$ cat src/rtl/hdx_pkg.sv
package hdx_pkg;
    typedef enum logic [1:0] {
        ST_IDLE = 2'd0,
        ST_TX   = 2'd1,
        ST_RX   = 2'd2
    } hdx_state_e;

    localparam logic [1:0] A_CTRL = 2'd0;
    localparam logic [1:0] A_DATA = 2'd1;
    localparam logic [1:0] A_STAT = 2'd2;

    localparam int S_DONE = 0;
    localparam int S_WCOL = 1;
    localparam int S_RCOL = 2;
endpackage

$ cat src/rtl/hdx_clkgen.sv
module hdx_clkgen #(
    parameter int RW   = 2,
    parameter int HMIN = 1
) (
    input  logic          clk,
    input  logic          rst_n,
    input  logic          run,
    input  logic [RW-1:0] rate,
    output logic          half_tick
);
    localparam int CW = HMIN + (1 << RW) - 1;

    logic [CW-1:0] cnt;
    logic [CW-1:0] last;

    // half-period = 2^(HMIN+rate) clocks; ~rate = (2^RW-1) - rate
    assign last      = {CW{1'b1}} >> (~rate);
    assign half_tick = run && (cnt == last);

    always_ff @(posedge clk or negedge rst_n) begin
        if (!rst_n)                cnt <= '0;
        else if (!run || half_tick) cnt <= '0;
        else                       cnt <= cnt + 1'b1;
    end

    p_tick_gap_r4: assert property (@(posedge clk) disable iff (!rst_n)
        half_tick |=> !half_tick);
endmodule

$ cat src/rtl/hdx_engine.sv
module hdx_engine
    import hdx_pkg::*;
#(
    parameter int DW = 8
) (
    input  logic          clk,
    input  logic          rst_n,
    input  logic          cpol,
    input  logic          cpha,
    input  logic          start_tx,
    input  logic          start_rx,
    input  logic [DW-1:0] tx_byte,
    input  logic          half_tick,
    input  logic          sdata_i,
    output logic          busy,
    output logic          tx_active,
    output logic          rx_active,
    output logic          done_pulse,
    output logic [DW-1:0] shreg,
    output logic          sclk_o,
    output logic          sdata_o,
    output logic          sdata_oe
);
    localparam int BCW = $clog2(DW);

    hdx_state_e     state, nstate;
    logic           phase;
    logic [BCW-1:0] bitcnt;
    logic           samp;
    logic           last_tick;

    assign last_tick = half_tick && phase && (bitcnt == BCW'(DW - 1));

    always_ff @(posedge clk or negedge rst_n) begin
        if (!rst_n) state <= ST_IDLE;
        else        state <= nstate;
    end

    always_comb begin
        nstate = state;
        unique case (state)
            ST_IDLE: begin
                if (start_tx)      nstate = ST_TX;
                else if (start_rx) nstate = ST_RX;
            end
            ST_TX, ST_RX: begin
                if (last_tick) nstate = ST_IDLE;
            end
            default: nstate = ST_IDLE;
        endcase
    end

    always_ff @(posedge clk or negedge rst_n) begin
        if (!rst_n) begin
            phase  <= 1'b0;
            bitcnt <= '0;
            samp   <= 1'b0;
            shreg  <= '0;
        end else if (state == ST_IDLE) begin
            if (start_tx || start_rx) begin
                phase  <= 1'b0;
                bitcnt <= '0;
                shreg  <= start_tx ? tx_byte : '0;
            end
        end else if (half_tick) begin
            phase <= ~phase;
            if (!phase) begin
                samp <= sdata_i;
            end else begin
                shreg  <= {shreg[DW-2:0], samp};
                bitcnt <= bitcnt + 1'b1;
            end
        end
    end

    always_comb begin
        busy       = (state != ST_IDLE);
        tx_active  = (state == ST_TX);
        rx_active  = (state == ST_RX);
        done_pulse = busy && last_tick;
        sclk_o     = busy ? (cpol ^ cpha ^ phase) : cpol;
        sdata_o    = tx_active && shreg[DW-1];
        sdata_oe   = tx_active;
    end

    p_start_idle_r5: assert property (@(posedge clk) disable iff (!rst_n)
        (start_tx || start_rx) |-> (state == ST_IDLE));
    p_done_to_idle_r8: assert property (@(posedge clk) disable iff (!rst_n)
        done_pulse |=> (state == ST_IDLE));
    p_tx_bit_hold_r5: assert property (@(posedge clk) disable iff (!rst_n)
        (tx_active && !half_tick) |=> $stable(sdata_o));
endmodule

$ cat src/rtl/hdx_regs.sv
module hdx_regs
    import hdx_pkg::*;
#(
    parameter int DW = 8,
    parameter int RW = 2
) (
    input  logic          clk,
    input  logic          rst_n,
    input  logic          reg_wr,
    input  logic          reg_rd,
    input  logic [1:0]    reg_addr,
    input  logic [DW-1:0] reg_wdata,
    output logic [DW-1:0] reg_rdata,
    input  logic          busy,
    input  logic          tx_active,
    input  logic          rx_active,
    input  logic          done_pulse,
    input  logic [DW-1:0] rx_byte,
    output logic          cpol,
    output logic          cpha,
    output logic [RW-1:0] rate,
    output logic          start_tx,
    output logic          start_rx,
    output logic [DW-1:0] tx_byte
);
    localparam int RXB = 2 + RW;
    localparam int ENB = 3 + RW;

    logic rxgo_q, en_q;
    logic done_q, wcol_q, rcol_q, full_q;
    logic wr_ctrl, wr_data, wr_stat, rd_data;

    assign wr_ctrl = reg_wr && (reg_addr == A_CTRL);
    assign wr_data = reg_wr && (reg_addr == A_DATA);
    assign wr_stat = reg_wr && (reg_addr == A_STAT);
    assign rd_data = reg_rd && (reg_addr == A_DATA);

    assign start_tx = wr_data && en_q && !busy;
    assign start_rx = rxgo_q && en_q && !busy && !full_q && !start_tx;
    assign tx_byte  = reg_wdata;

    always_ff @(posedge clk or negedge rst_n) begin
        if (!rst_n) begin
            cpol   <= 1'b0;
            cpha   <= 1'b0;
            rate   <= '0;
            en_q   <= 1'b0;
            rxgo_q <= 1'b0;
        end else begin
            if (wr_ctrl) begin
                cpol <= reg_wdata[0];
                cpha <= reg_wdata[1];
                rate <= reg_wdata[2 +: RW];
                en_q <= reg_wdata[ENB];
            end
            if (done_pulse && rx_active) rxgo_q <= 1'b0;
            else if (wr_ctrl && !rx_active) rxgo_q <= reg_wdata[RXB];
        end
    end

    always_ff @(posedge clk or negedge rst_n) begin
        if (!rst_n) begin
            done_q <= 1'b0;
            wcol_q <= 1'b0;
            rcol_q <= 1'b0;
            full_q <= 1'b0;
        end else begin
            if (done_pulse)                           done_q <= 1'b1;
            else if (wr_stat && reg_wdata[S_DONE])    done_q <= 1'b0;
            if (wr_data && tx_active)                 wcol_q <= 1'b1;
            else if (wr_stat && reg_wdata[S_WCOL])    wcol_q <= 1'b0;
            if (rd_data && rx_active)                 rcol_q <= 1'b1;
            else if (wr_stat && reg_wdata[S_RCOL])    rcol_q <= 1'b0;
            if (done_pulse && rx_active)              full_q <= 1'b1;
            else if ((rd_data && !rx_active) || start_tx) full_q <= 1'b0;
        end
    end

    always_comb begin
        case (reg_addr)
            A_CTRL:  reg_rdata = DW'({en_q, rxgo_q, rate, cpha, cpol});
            A_DATA:  reg_rdata = rx_byte;
            A_STAT:  reg_rdata = DW'({full_q, busy, rcol_q, wcol_q, done_q});
            default: reg_rdata = '0;
        endcase
    end

    p_done_sticky_r8: assert property (@(posedge clk) disable iff (!rst_n)
        done_pulse |=> done_q);
    p_rxgo_hwclear_r6: assert property (@(posedge clk) disable iff (!rst_n)
        (done_pulse && rx_active) |=> !rxgo_q);
    p_wcol_hold_r9: assert property (@(posedge clk) disable iff (!rst_n)
        (wcol_q && !(wr_stat && reg_wdata[S_WCOL])) |=> wcol_q);
    p_full_after_rx_r6: assert property (@(posedge clk) disable iff (!rst_n)
        (done_pulse && rx_active) |=> full_q);
endmodule

$ cat src/rtl/hdx_serial_port.sv
module hdx_serial_port #(
    parameter int DW   = 8,
    parameter int RW   = 2,
    parameter int HMIN = 1
) (
    input  logic          clk,
    input  logic          rst_n,
    input  logic          reg_wr,
    input  logic          reg_rd,
    input  logic [1:0]    reg_addr,
    input  logic [DW-1:0] reg_wdata,
    output logic [DW-1:0] reg_rdata,
    output logic          sclk_o,
    output logic          sdata_o,
    output logic          sdata_oe,
    input  logic          sdata_i
);
    logic          cpol, cpha;
    logic [RW-1:0] rate;
    logic          start_tx, start_rx;
    logic [DW-1:0] tx_byte, shreg;
    logic          busy, tx_active, rx_active, done_pulse, half_tick;

    hdx_regs #(.DW(DW), .RW(RW)) u_regs (
        .clk(clk), .rst_n(rst_n),
        .reg_wr(reg_wr), .reg_rd(reg_rd), .reg_addr(reg_addr),
        .reg_wdata(reg_wdata), .reg_rdata(reg_rdata),
        .busy(busy), .tx_active(tx_active), .rx_active(rx_active),
        .done_pulse(done_pulse), .rx_byte(shreg),
        .cpol(cpol), .cpha(cpha), .rate(rate),
        .start_tx(start_tx), .start_rx(start_rx), .tx_byte(tx_byte)
    );

    hdx_clkgen #(.RW(RW), .HMIN(HMIN)) u_clkgen (
        .clk(clk), .rst_n(rst_n), .run(busy), .rate(rate),
        .half_tick(half_tick)
    );

    hdx_engine #(.DW(DW)) u_engine (
        .clk(clk), .rst_n(rst_n), .cpol(cpol), .cpha(cpha),
        .start_tx(start_tx), .start_rx(start_rx), .tx_byte(tx_byte),
        .half_tick(half_tick), .sdata_i(sdata_i),
        .busy(busy), .tx_active(tx_active), .rx_active(rx_active),
        .done_pulse(done_pulse), .shreg(shreg),
        .sclk_o(sclk_o), .sdata_o(sdata_o), .sdata_oe(sdata_oe)
    );

    p_oe_not_rx_r5: assert property (@(posedge clk) disable iff (!rst_n)
        sdata_oe |-> !rx_active);
endmodule

$ cat config.mk
export PLATFORM = sky130hd
export DESIGN_NAME = hdx_serial_port
export DESIGN_NICKNAME = d
export VERILOG_FILES = /design/src/rtl/hdx_pkg.sv /design/src/rtl/hdx_clkgen.sv /design/src/rtl/hdx_engine.sv /design/src/rtl/hdx_regs.sv /design/src/rtl/hdx_serial_port.sv
export SDC_FILE = /design/constraint.sdc
export NUM_CORES = 1
export LEC_CHECK = 0
export ABC_CLOCK_PERIOD_IN_PS = 2900
export CAP_MARGIN = 10
export CORE_AREA = 2 2 66 52
export DETAILED_ROUTE_END_ITERATION = 8
export DIE_AREA = 0 0 68 54
export GPL_ROUTABILITY_DRIVEN = 0
export PLACE_DENSITY = 0.81
export SYNTH_ARGS = -nofsm -noshare
export SYNTH_HDL_FRONTEND = slang
export SYNTH_SLANG_ARGS = --single-unit
$ cat constraint.sdc
create_clock -name clk -period 2.9 [get_ports clk]
set_clock_uncertainty 0.2 [all_clocks]
set_input_delay 0.435 -clock clk [delete_from_list [all_inputs] [get_ports clk]]
set_output_delay 0.435 -clock clk [all_outputs]
set_load 0.005 [all_outputs]
==> impl_metrics.py <==
metrics = {
    "routing": {
        "dr_wl_met2_um": 1953,
        "ant_nets": 0,
        "met1_length_um": 1763,
        "route.detailed.drc": 0,
        "first_pass_iters": 4,
        "vias": 1428,
        "routedWlPerCell_um": 17.82,
        "wl_met3_um": 380,
        "drt_iter0_markers": 308,
        "wirelength_um": 4169,
        "viasPerCell": 6.103,
        "route.top_layer_used": "met4",
    },
    "cts": {
        "clk_pin_slew_worst_paths_ns": 0.06,
        "cts_tree": "yes",
        "h-tree-depth": 2,
        "cts_buffers": 5,
        "postCtsHoldBufs": 0,
        "cts_setup_buffers": 0,
        "clockRootBuffer": "clkbuf_8",
        "ctsResizeCount": 0,
        "clock_sinks": 29,
        "cts_buffer_depth": 2,
        "clk_latency_ns": 0.28,
    },
    "layout": {
        "antennaDiodeCount": 0,
        "drive_gt1_frac": 0.1237,
        "area_growth_syn_to_layout_pct": 23.98,
        "num-nets-final": 215,
        "final_util": 0.6578,
    },
    "logic_synthesis": {
        "syn-instance-count": 165,
        "syn_area_um2": 1649,
        "syn-num-nets": 186,
        "async_flop_share": 1.000,
        "avgSynthCellArea_um2": 9.994,
        "yosysUniqueCellTypes": 35,
        "synth-warning-count": 0,
        "netlist.area_leader.share": 0.4401,
        "yosysSeqAreaShare": 0.4401,
        "synth_area_leaders": "dfrtp_1 44%, a221o_1 4.9%, mux2i_1 4.9%",
        "synth_ff_type": "dfrtp_1",
        "synth_seq_cells": 29,
        "synth-edff-count": 0,
        "synth_top_area_cell": "dfrtp_1",
    },
    "floorplanning": {
        "die_h_um": 54,
        "rows": 18,
        "dieArea_um2": 3672,
        "core_um2": 3108,
        "die_x_um": 68,
        "boundaryPins": 26,
        "start_util": 0.5306,
    },
    "timing": {
        "slew_headroom": 0.6058,
        "clock.fmax_ghz": 0.3754,
        "period_needed_ns": 2.664,
        "rsz0062_at_grt": "false",
        "finalCritPeriodShare": 0.9186,
        "fin_tns_setup_ns": 0,
        "slew_violations": 0,
        "max_slew.worst_pin.slew_ns": 0.5887,
        "final_hold_viol_count": 0,
        "setup_viol_count_final": 0,
    },
    "power_and_ir_drop": {
        "p_leak_nw": 0.9029,
        "powerDensity_nw_per_um2": 769.1,
        "ir_worst_vdd_uv": 367.0,
    },
    "setup_path": {
        "crit_type": "primary input to primary output",
        "reg2regPathDepth": 6,
        "timing.rr.end": "u_engine.shreg[6]$_DFFE_PN0P_",
        "crit_path_max_fanout": 5,
        "cp-start-kind": "primary input",
        "r2r_slack_ns": 0.54,
        "cp.required_ns": 2.27,
        "cp_data_arrival_time_ns": 2.03,
        "critPathCaptureType": "primary output",
        "reg2reg_from": "u_engine.state[0]$_DFFE_PN0P_",
        "startpoint": "reg_addr[1]",
        "crit_path_end": "reg_rdata[3]",
    },
    "place": {
        "port_buffers": 25,
        "dp_hpwl_um": 2916,
    },
    "global_route": {
        "grt_pass1_vias": 1348,
        "grt_max_degree": 30,
        "antenna_found_initial": 0,
        "grt_pass1_wl_um": 6748,
        "overflow": 0,
        "grtUsageTotal": 0.2559,
    },
    "run": {
        "cap_viol_max_count": 0,
    },
    "status": {
        "outcome": "completed",
    },
    "worst_hold_path": {
        "hold_class": "register to register",
    },
}
## placed cells by master, fill, tap and decap left out, drive strengths merged, types with 2 or more instances in the layout
cell           instances
clkbuf                 7
nor2b                  5
nand2                 15
xnor2                  2
or3                    2
inv                   12
nand3                  6
a221o                  8
ha                     6
o22ai                  3
nand4                  2
mux2i                  8
dfrtp                 29
and2                   8
o21ai                 11
xor2                   4
clkdlybuf4s50         25
buf                    6
mux2                   6
a311oi                 8
a21oi                  3
nor2                   6
a31o                   2
## worst max-delay path, cell delays in order
cell	delay [ns]
clkdlybuf4s50_1	0.48
nor2b_1	0.36
inv_1	0.09
o22ai_1	0.14
clkdlybuf4s50_1	0.52
## layout make-up
| type | count | area (um2) |
|---|---|---|
| Timing Repair Buffer | 31 | 295.3 |
| Clock buffer | 7 | 86.33 |
| Fill cell | 257 | 1064 |
| Sequential cell | 29 | 725.7 |
| Tap cell | 40 | 50.05 |
| Multi-Input combinational cell | 115 | 842.1 |
| Inverter | 12 | 45.04 |
## per-stage QoR
stage | hold WS, ns | instance area (um2) | total power [W] | setup WS [ns] | instances
4_1_cts | 0.2843 | 2044 | 0.001570 | 0.2463 | 234
3_5_place_dp | 0.2688 | 1958 | 0.001230 | 0.2485 | 227
5_1_grt | 0.3298 | 2044 | 0.001676 | 0.1433 | 234
2_1_floorplan | -0.06059 | 1649 | 0.0009881 | 0.9131 | 165
6_report | 0.2867 | 2044 | 0.001572 | 0.2360 | 234
3_3_place_gp | 0.2642 | 1958 | 0.001193 | 0.2827 | 227
## registers in the layout, summed over array words and instances (netlist names)
name             count
u_clkgen.cnt         4
u_engine.bitcnt      3
u_engine.phase       1
u_engine.samp        1
u_engine.shreg       8
u_engine.state       2
u_regs.cpha          1
u_regs.cpol          1
u_regs.done_q        1
u_regs.en_q          1
u_regs.full_q        1
u_regs.rate          2
u_regs.rcol_q        1
u_regs.rxgo_q        1
u_regs.wcol_q        1
## kinds of logic after synthesis
kind of cell / share of synthesized area
flops: 0.4401
buf+inv: 0.04931
fa+ha+maj: 0.04552
mux: 0.09180
simple gates: 0.1616
xor+xnor: 0.03187
compound gates: 0.1798
## layer usage
| metal | vias up | track usage |
|---|---|---|
| met1 | 690 | 0.3455 |
| met4 | 0 | 0.08000 |
| met2 | 70 | 0.4045 |
| li1 | 659 | - |
| met5 | - | 0 |
| met3 | 9 | 0.06485 |
## Yosys cell counts (6+ instances only)
library cell  instances
nor2_1                6
inv_1                12
nand3_1               6
a221o_1               8
mux2i_1               8
ha_1                  6
dfrtp_1              29
a311oi_1              8
clkbuf_1              6
nand2_1              15
o21ai_0              11
and2_1                8
## report_power, final
group	leakage (nW)	switching (W)	internal (W)
Combinational	0.481	0.000285	0.000301
Clock	0.0443	0.000148	0.000188
Sequential	0.378	0.000132	0.000519
## how the worst min path moves through the flow
| stage | slack (ns) | cells past startpoint | startpoint | endpoint |
|---|---|---|---|---|
| final | 0.29 | 2 | u_regs.done_q$_DFFE_PN0P_ | u_regs.done_q$_DFFE_PN0P_ |
| after global routing | 0.33 | 1 | u_engine.bitcnt[0]$_DFFE_PN0P_ | u_engine.bitcnt[0]$_DFFE_PN0P_ |
| after CTS | 0.28 | 2 | u_regs.done_q$_DFFE_PN0P_ | u_regs.done_q$_DFFE_PN0P_ |
| after detailed placement | 0.27 | 2 | u_regs.done_q$_DFFE_PN0P_ | u_regs.done_q$_DFFE_PN0P_ |
| after global placement | 0.26 | 2 | u_regs.done_q$_DFFE_PN0P_ | u_regs.done_q$_DFFE_PN0P_ |
| after floorplan | -0.06 | 0 | rst_n | u_clkgen.cnt[0]$_DFF_PN0_ |
Power figures use the tool's default switching activity.
